[config.mk]
export PLATFORM = sky130hd
export DESIGN_NAME = hreg_top
export DESIGN_NICKNAME = d
export VERILOG_FILES = /design/src/rtl/hreg_pkg.sv /design/src/rtl/hreg_sync.sv /design/src/rtl/hreg_fsm.sv /design/src/rtl/hreg_regs.sv /design/src/rtl/hreg_top.sv
export SDC_FILE = /design/constraint.sdc
export NUM_CORES = 1
export LEC_CHECK = 0
export ABC_AREA = 1
export BUFFER_PORTS_ARGS = -buffer_cell sky130_fd_sc_hd__buf_2
export CAP_MARGIN = 10
export CORE_MARGIN = 3
export CORE_UTILIZATION = 40
export CTS_BUF_LIST = sky130_fd_sc_hd__clkbuf_16
export DETAILED_ROUTE_END_ITERATION = 12
export HOLD_SLACK_MARGIN = 0.1
export SLEW_MARGIN = 20
export SYNTH_ARGS = -nofsm -noshare
export SYNTH_HDL_FRONTEND = slang
export SYNTH_HIERARCHICAL = 1
export SYNTH_SLANG_ARGS = --single-unit
[constraint.sdc]
create_clock -name clk -period 1.59 [get_ports clk]
set_clock_uncertainty 0.2 [all_clocks]
set_input_delay 0 -clock clk [delete_from_list [all_inputs] [get_ports clk]]
set_output_delay 0 -clock clk [all_outputs]
set_load 0.02 [all_outputs]
[src/rtl/hreg_pkg.sv]
package hreg_pkg;
    typedef enum logic [1:0] {
        ST_OFF    = 2'd0,
        ST_IDLE   = 2'd1,
        ST_COMMIT = 2'd2,
        ST_LAUNCH = 2'd3
    } hreg_state_e;
endpackage

[src/rtl/hreg_sync.sv]
module hreg_sync #(
    parameter int               WIDTH   = 1,
    parameter int               STAGES  = 2,
    parameter logic [WIDTH-1:0] RST_VAL = '0
) (
    input  logic             clk,
    input  logic             rst_n,
    input  logic [WIDTH-1:0] d_i,
    output logic [WIDTH-1:0] q_o
);
    logic [WIDTH-1:0] stage_q [STAGES];

    always_ff @(posedge clk or negedge rst_n) begin
        if (!rst_n) begin
            for (int i = 0; i < STAGES; i++) stage_q[i] <= RST_VAL;
        end else begin
            stage_q[0] <= d_i;
            for (int i = 1; i < STAGES; i++) stage_q[i] <= stage_q[i-1];
        end
    end

    assign q_o = stage_q[STAGES-1];
endmodule

[src/rtl/hreg_fsm.sv]
module hreg_fsm
    import hreg_pkg::*;
(
    input  logic        clk,
    input  logic        rst_n,
    input  logic        pdn_s,
    input  logic        stb_s,
    input  logic        sel_n_s,
    input  logic        rd_s,
    output hreg_state_e state_o
);
    hreg_state_e state_q, state_d;
    logic        stb_prev_q;
    logic        stb_rise, stb_fall;

    always_ff @(posedge clk or negedge rst_n) begin
        if (!rst_n) stb_prev_q <= 1'b0;
        else        stb_prev_q <= stb_s;
    end

    assign stb_rise = stb_s & ~stb_prev_q;
    assign stb_fall = ~stb_s & stb_prev_q;

    // state register
    always_ff @(posedge clk or negedge rst_n) begin
        if (!rst_n) state_q <= ST_OFF;
        else        state_q <= state_d;
    end

    // transitions
    always_comb begin
        state_d = state_q;
        if (pdn_s) begin
            state_d = ST_OFF;
        end else begin
            unique case (state_q)
                ST_OFF:    state_d = ST_IDLE;
                ST_IDLE: begin
                    if (stb_fall && !sel_n_s && !rd_s)     state_d = ST_COMMIT;
                    else if (stb_rise && !sel_n_s && rd_s) state_d = ST_LAUNCH;
                end
                ST_COMMIT: state_d = ST_IDLE;
                ST_LAUNCH: state_d = ST_IDLE;
            endcase
        end
    end

    assign state_o = state_q;

    // a power-down request always lands in the off state
    a_r6_pdn_to_off: assert property (@(posedge clk) disable iff (!rst_n)
        pdn_s |=> state_q == ST_OFF);
    // a commit lasts one cycle only
    a_r1_commit_single: assert property (@(posedge clk) disable iff (!rst_n)
        state_q == ST_COMMIT |=> state_q != ST_COMMIT);
    // a launch lasts one cycle only
    a_r4_launch_single: assert property (@(posedge clk) disable iff (!rst_n)
        state_q == ST_LAUNCH |=> state_q != ST_LAUNCH);
endmodule

[src/rtl/hreg_regs.sv]
module hreg_regs
    import hreg_pkg::*;
#(
    parameter int DW = 4
) (
    input  logic          clk,
    input  logic          rst_n,
    input  hreg_state_e   state_i,
    input  logic          reg_s,
    input  logic [DW-1:0] data_s,
    input  logic [DW-1:0] status_i,
    input  logic [DW-1:0] rx_tone_i,
    output logic [DW-1:0] ctrl_o,
    output logic [DW-1:0] tx_tone_o,
    output logic          tx_new_o,
    output logic [DW-1:0] rdat_o
);
    logic [DW-1:0] ctrl_q, tx_q, rdat_q;
    logic          new_q;

    // output process: actions taken in each state
    always_ff @(posedge clk or negedge rst_n) begin
        if (!rst_n) begin
            ctrl_q <= '0;
            tx_q   <= '0;
            rdat_q <= '0;
            new_q  <= 1'b0;
        end else begin
            new_q <= 1'b0;
            unique case (state_i)
                ST_OFF: begin
                    ctrl_q <= '0;
                    tx_q   <= '0;
                    rdat_q <= '0;
                end
                ST_IDLE: ;
                ST_COMMIT: begin
                    if (reg_s) begin
                        ctrl_q <= data_s;
                    end else begin
                        tx_q  <= data_s;
                        new_q <= 1'b1;
                    end
                end
                ST_LAUNCH: rdat_q <= reg_s ? status_i : rx_tone_i;
            endcase
        end
    end

    assign ctrl_o    = ctrl_q;
    assign tx_tone_o = tx_q;
    assign tx_new_o  = new_q;
    assign rdat_o    = rdat_q;

    a_r6_off_clears: assert property (@(posedge clk) disable iff (!rst_n)
        state_i == ST_OFF |=> (ctrl_q == '0 && tx_q == '0 && rdat_q == '0));
    a_r3_idle_holds: assert property (@(posedge clk) disable iff (!rst_n)
        (state_i == ST_IDLE || state_i == ST_LAUNCH) |=> ($stable(ctrl_q) && $stable(tx_q)));
    a_r2_pulse_one: assert property (@(posedge clk) disable iff (!rst_n)
        new_q |=> !new_q);
    a_r4_read_holds: assert property (@(posedge clk) disable iff (!rst_n)
        (state_i == ST_IDLE || state_i == ST_COMMIT) |=> $stable(rdat_q));
    a_r8_ctrl_no_pulse: assert property (@(posedge clk) disable iff (!rst_n)
        (state_i == ST_COMMIT && reg_s) |=> !new_q);
endmodule

[src/rtl/hreg_top.sv]
module hreg_top
    import hreg_pkg::*;
#(
    parameter int DW      = 4,
    parameter int STAGES  = 2
) (
    input  logic          clk,
    input  logic          rst_n,
    input  logic          pdn_i,
    input  logic          hstb_i,
    input  logic          hsel_n_i,
    input  logic          hreg_i,
    input  logic          hrd_i,
    input  logic [DW-1:0] bus_i,
    output logic [DW-1:0] bus_o,
    output logic          bus_oe_o,
    input  logic [DW-1:0] status_i,
    input  logic [DW-1:0] rx_tone_i,
    output logic [DW-1:0] ctrl_o,
    output logic [DW-1:0] tx_tone_o,
    output logic          tx_new_o
);
    localparam int SW = DW + 5;
    localparam logic [SW-1:0] SYNC_RST = {1'b1, 1'b0, 1'b1, 1'b0, 1'b0, {DW{1'b0}}};

    logic [SW-1:0] raw, synced;
    logic          pdn_s, stb_s, sel_n_s, rd_s, reg_s;
    logic [DW-1:0] data_s;
    hreg_state_e   state;

    assign raw = {pdn_i, hstb_i, hsel_n_i, hrd_i, hreg_i, bus_i};

    hreg_sync #(.WIDTH(SW), .STAGES(STAGES), .RST_VAL(SYNC_RST)) u_sync (
        .clk(clk), .rst_n(rst_n), .d_i(raw), .q_o(synced)
    );

    assign {pdn_s, stb_s, sel_n_s, rd_s, reg_s, data_s} = synced;

    hreg_fsm u_fsm (
        .clk(clk), .rst_n(rst_n), .pdn_s(pdn_s), .stb_s(stb_s),
        .sel_n_s(sel_n_s), .rd_s(rd_s), .state_o(state)
    );

    hreg_regs #(.DW(DW)) u_regs (
        .clk(clk), .rst_n(rst_n), .state_i(state), .reg_s(reg_s),
        .data_s(data_s), .status_i(status_i), .rx_tone_i(rx_tone_i),
        .ctrl_o(ctrl_o), .tx_tone_o(tx_tone_o), .tx_new_o(tx_new_o),
        .rdat_o(bus_o)
    );

    assign bus_oe_o = (state != ST_OFF) && !sel_n_s && rd_s;

    // the bus never drives in a write cycle
    a_r5_no_drive_on_write: assert property (@(posedge clk) disable iff (!rst_n)
        (!rd_s || sel_n_s) |-> !bus_oe_o);
    // a transmit pulse only follows a transmit write
    a_r2_pulse_source: assert property (@(posedge clk) disable iff (!rst_n)
        tx_new_o |-> $past(state == ST_COMMIT && !reg_s));
endmodule

* After elaboration in Yosys (flattened, before gate mapping) *
Index checks and enable logic that the tools add are counted.

storage, ports and cells
  register bits after elaboration = 34
  input port bits = 19
  output and inout port bits = 14
  word-level logic and storage cells = 45

operators by class
  equality and inequality tests = 6
  multiplexer cells = 12
  bitwise operators = 4
  reductions and logical operators = 15

operators with widths
  cell                  count
  $pmux W4 S2           3
  $mux W4               3
  $logic_and A1 B1 Y1   6
  $mux W2               3
  $reduce_bool A2 Y1    3
  $eq A2 B2 Y1 const B  2
  $ne A2 B2 Y1 const B  2
  $ne A4 B2 Y1 const B  1
  $pmux W2 S2           1
  $reduce_and A2 Y1     2
  $reduce_or A3 Y1      1
  $and A1 B1 Y1         2
  $eq A2 B1 Y1 const B  1
  $logic_not A1 Y1      2
  $logic_not A2 Y1      1
  $mux W1               2
  $not A1 Y1            2

* Depth between registers and ports, before layout *
  depth in word-level cells = 8
  mapped depth = 7
  gate-level depth less buffers = 7

* Cells and area by module *
Netlist, hierarchy kept.

modules (own cells, without submodules)
  module     instances  cells each  area an instance (um^2)  seq. area each (um^2)
  hreg_regs  1          92          705.7                    325.3
  hreg_sync  1          27          523.0                    455.4
  hreg_fsm   1          19          146.4                    75.1
  hreg_top   1          4           15.0                     0.0

* Least setup slack after synthesis *
OpenSTA, ideal clock, no wires.

  path type = reg2reg
  start point = register u_fsm.state_q[0] (netlist: u_fsm/state_o[0])
  end point = register u_regs.rdat_q[2] (netlist: u_regs/rdat_o[2])
  setup time = 65 ps
  arrival = 1,107 ps
  data required time = 1,325 ps
  setup slack = 218 ps
  stages on the path, launching flop included = 6
  period minus slack after synthesis = 1,372 ps
  path through = dfrtp_1 -> inv_1 -> ha_1 -> nor2_1 -> nand3_1 -> nand2_1

on the way
  word-level cells in the longest chain between the ends = 2
  elaborated cells on any way between the ends = 4
  classes of those cells = eq/ne (1); mux (1); reduce/logical (2)

RTL lines
  item                                                      line             source
  start: declaration                                        hreg_fsm.sv:12   hreg_state_e state_q, state_d;
  start signal: assignment                                  hreg_fsm.sv:27   else state_q <= state_d;
  $eq A2 B2 Y1 / $logic_not A2 Y1 (equally long branches)   hreg_regs.sv:30  unique case (state_i)
  $pmux W4 S2 / $reduce_bool A2 Y1 (equally long branches)  -
  end signal: assignment                                    hreg_regs.sv:45  ST_LAUNCH: rdat_q <= reg_s ? status_i : rx_tone_i;
  end: declaration                                          hreg_regs.sv:18  logic [DW-1:0] ctrl_q, tx_q, rdat_q;

Parallel ways exist; a longest one is shown, timed or not.
A chain may end at the register's enable or synchronous reset.

* Worst setup path after layout *
  start point = register u_fsm.state_q[0] (netlist: u_fsm/state_o[0])
  end point = register u_regs.rdat_q[1] (netlist: u_regs/rdat_o[1])

Same word-level chain as after synthesis.

==> results.tsv <==
metric	value	unit
crit-path max cell delay	0.39	ns
GRT Max-Usage Layer	met2	
dominant cells by area after synthesis	dfrtp_1 54%, nand2_1 11%, dfstp_2 7.6%	
IO Pins	33	
RSZ-0062 raised after global routing	false	
Initial Util	43.7	%
maxcap violations	0	
CP top delay family	flip-flops	
main flop type after synthesis	dfrtp_1	
Worst slew margin	50.5	%
GRT Overall Usage	14.5	%
Core ar.	0.00318	sq mm
syn_area_per_cell	9.79	sq um
WP buf/inv	1	
synth cell count leaders	40 x nand2_1, 30 x dfrtp_1, 17 x nand3_1	
fin util	58.2	%
die width	65.0	um
Via density	4.39	
Cells after Synth	142	
DRC	0	
Least-Margin Pin Slew	0.742	ns
Placed Cells	208	
antenna cells	0	
CTS tree	built	
Die H	65.0	um
largest net degree at the start of global routing	35	
CTS root buffer	clkbuf_16	
Slew Limit Fails	0	
Pwr Total	1.93	mW
M2 GR Usage	23.9	%
outcome	complete, no violations	
Peak VDD IR	935	uV
Seq cells post-synth	34	
top cell type's share of synthesized area	54.0	%
drt pass-1 iters	4	
gpl congestion	0.864	
row cnt	20	
CP Class	flip-flop to flip-flop	
HP Class	input pin to asynchronous set/reset pin	
Max Fanout on Critical Path	5	
warning count from the yosys run	6	
count of final setup violators	0	
Crit-path slowest cell	dfrtp_1	
Synth Net Count	165	
post-route ant nets	0	
most common cell in the netlist	nand2_1	
met1 Usage GRT	15.7	%
area growth from synthesis to layout	33.1	%
number of flops mapped to enable cells by yosys	0	
critical path, cell by cell	inv_1 -> ha_1 -> nor2_2 -> nand3_1 -> nand2_1	
grt met3 use	6.07	%
CTS Buf Count	5	
crit path capture type	flip-flop	
Power Density	1040	mW/mm^2
Remaining Overflow, GRT	0	
DR iter-0 viols	24	
final WL	2680	um
port buffer count	32	
initial antenna violation count	0	
H-tree depth	2	
setup bufs post-CTS	0	
CP Data Required Time	1.60	ns
fin crit share	94.2	%
Max clock buf depth	2	
DP HPWL	1710	um
Final Non-Filler Cells	234	
Max Clock Freq	667	MHz
Worst-path clk slew	0.05	ns
reg2reg start	u_fsm/state_o[0]	
post-DR wirelength/cell	11.4	um
fin crit period	1.50	ns
crit path DAT	1.51	ns
Synth async-reset ratio	100	%
final setup TNS	0	ns
fin nets	212	
Seq/Total Area, Yosys	61.6	%
layout cells sized above 1	30.5	%
Final Hold Viols	0	
number of global-route vias before repair	1022	
Worst setup SP type	flip-flop	
vias	1028	
dominant cell type by area after synthesis	dfrtp_1	
global-route wire length before repair	4440	um
clock sink count	34	
Worst setup startpoint	u_fsm/state_o[0]	
LEAKAGE	1.05	nW
Skew-Pair Late Insertion Delay	0.27	ns
Mapped Area	0.00139	sq mm
Die ar.	0.00422	sq mm
Yosys cell types	13	
Final Hold Slack	0.127	ns
==> cell type report <==
class / count / area, sq um
clock buffers: 5 / 125
inverters: 25 / 96.3
fillers: 299 / 1330
clock inverters: 3 / 12.5
repair buffers: 50 / 340
well taps: 44 / 55.1
flip-flops and latches: 34 / 856
multi-input cells: 73 / 365
==> flip-flops by register name, summed over array words and instances (netlist names) <==
name / count
u_fsm/state_o: 2
u_fsm/stb_prev_q: 1
u_regs/ctrl_o: 4
u_regs/rdat_o: 4
u_regs/tx_new_o: 1
u_regs/tx_tone_o: 4
u_sync/q_o: 9
u_sync/stage_q: 9
==> cell families after synthesis <==
family | Yosys count | share of synthesized area, %
adders and majority gates | 4 | 3.60
buffers and inverters | 35 | 12.3
AOI/OAI and AO/OA | 1 | 0.630
DFF | 34 | 61.6
and+or+nand+nor | 68 | 21.9
==> cells in the final DEF, fill, tap and decap left out <==
cell type / instances
dlygate4sd3_1: 18
a21oi_2: 1
nor2_1: 5
inv_1: 17
nand3_1: 17
dfstp_2: 4
ha_1: 4
buf_2: 32
clkinv_1: 1
inv_2: 8
nand2_4: 3
nand2_1: 40
clkinv_2: 1
dfrtp_1: 30
nor2_2: 3
inv_4: 1
clkbuf_16: 5
==> path summary, 6_finish.rpt <==
kind                                 endpoint  slack (ns)  depth (start not counted)
setup / recovery             u_regs/rdat_o[1]        0.09                          5
hold / removal             u_sync/stage_q[14]        0.13                          2
setup reg to reg             u_regs/rdat_o[1]        0.09                          5
hold reg to reg                 u_sync/q_o[4]        0.14                          0
max in group asynchronous    u_regs/rdat_o[1]        0.59                          2
min in group clk                u_sync/q_o[4]        0.14                          0
==> where the power goes <==
group          switching, mW  internal, mW  total, mW
logic                 0.0696        0.0648      0.134
registers             0.0170         0.900      0.917
clock network          0.318         0.564      0.882
==> what timing repair did <==
item / in CTS / in global routing
endpoints found under the hold margin: 47 / 0
hold buffers: 18 / 0
resized for setup: 0 / 1
endpoints found under the setup margin: 0 / 4
==> through the flow <==
stage / cell area [sq um] / setup WS, ns
finish: 1850 / 0.0917
global route: 1850 / 0.00632
CTS: 1850 / 0.0311
detailed placement: 1530 / 0.0472
global placement: 1530 / 0.0862
floorplan: 1390 / 0.218
==> metal layers <==
layer	share of wire, %	wire (um)
met5	0	0
met4	2.2	60
met3	6.6	177
met2	48	1290
met1	43	1150
Note: power is estimated with default switching activity, not from simulation.
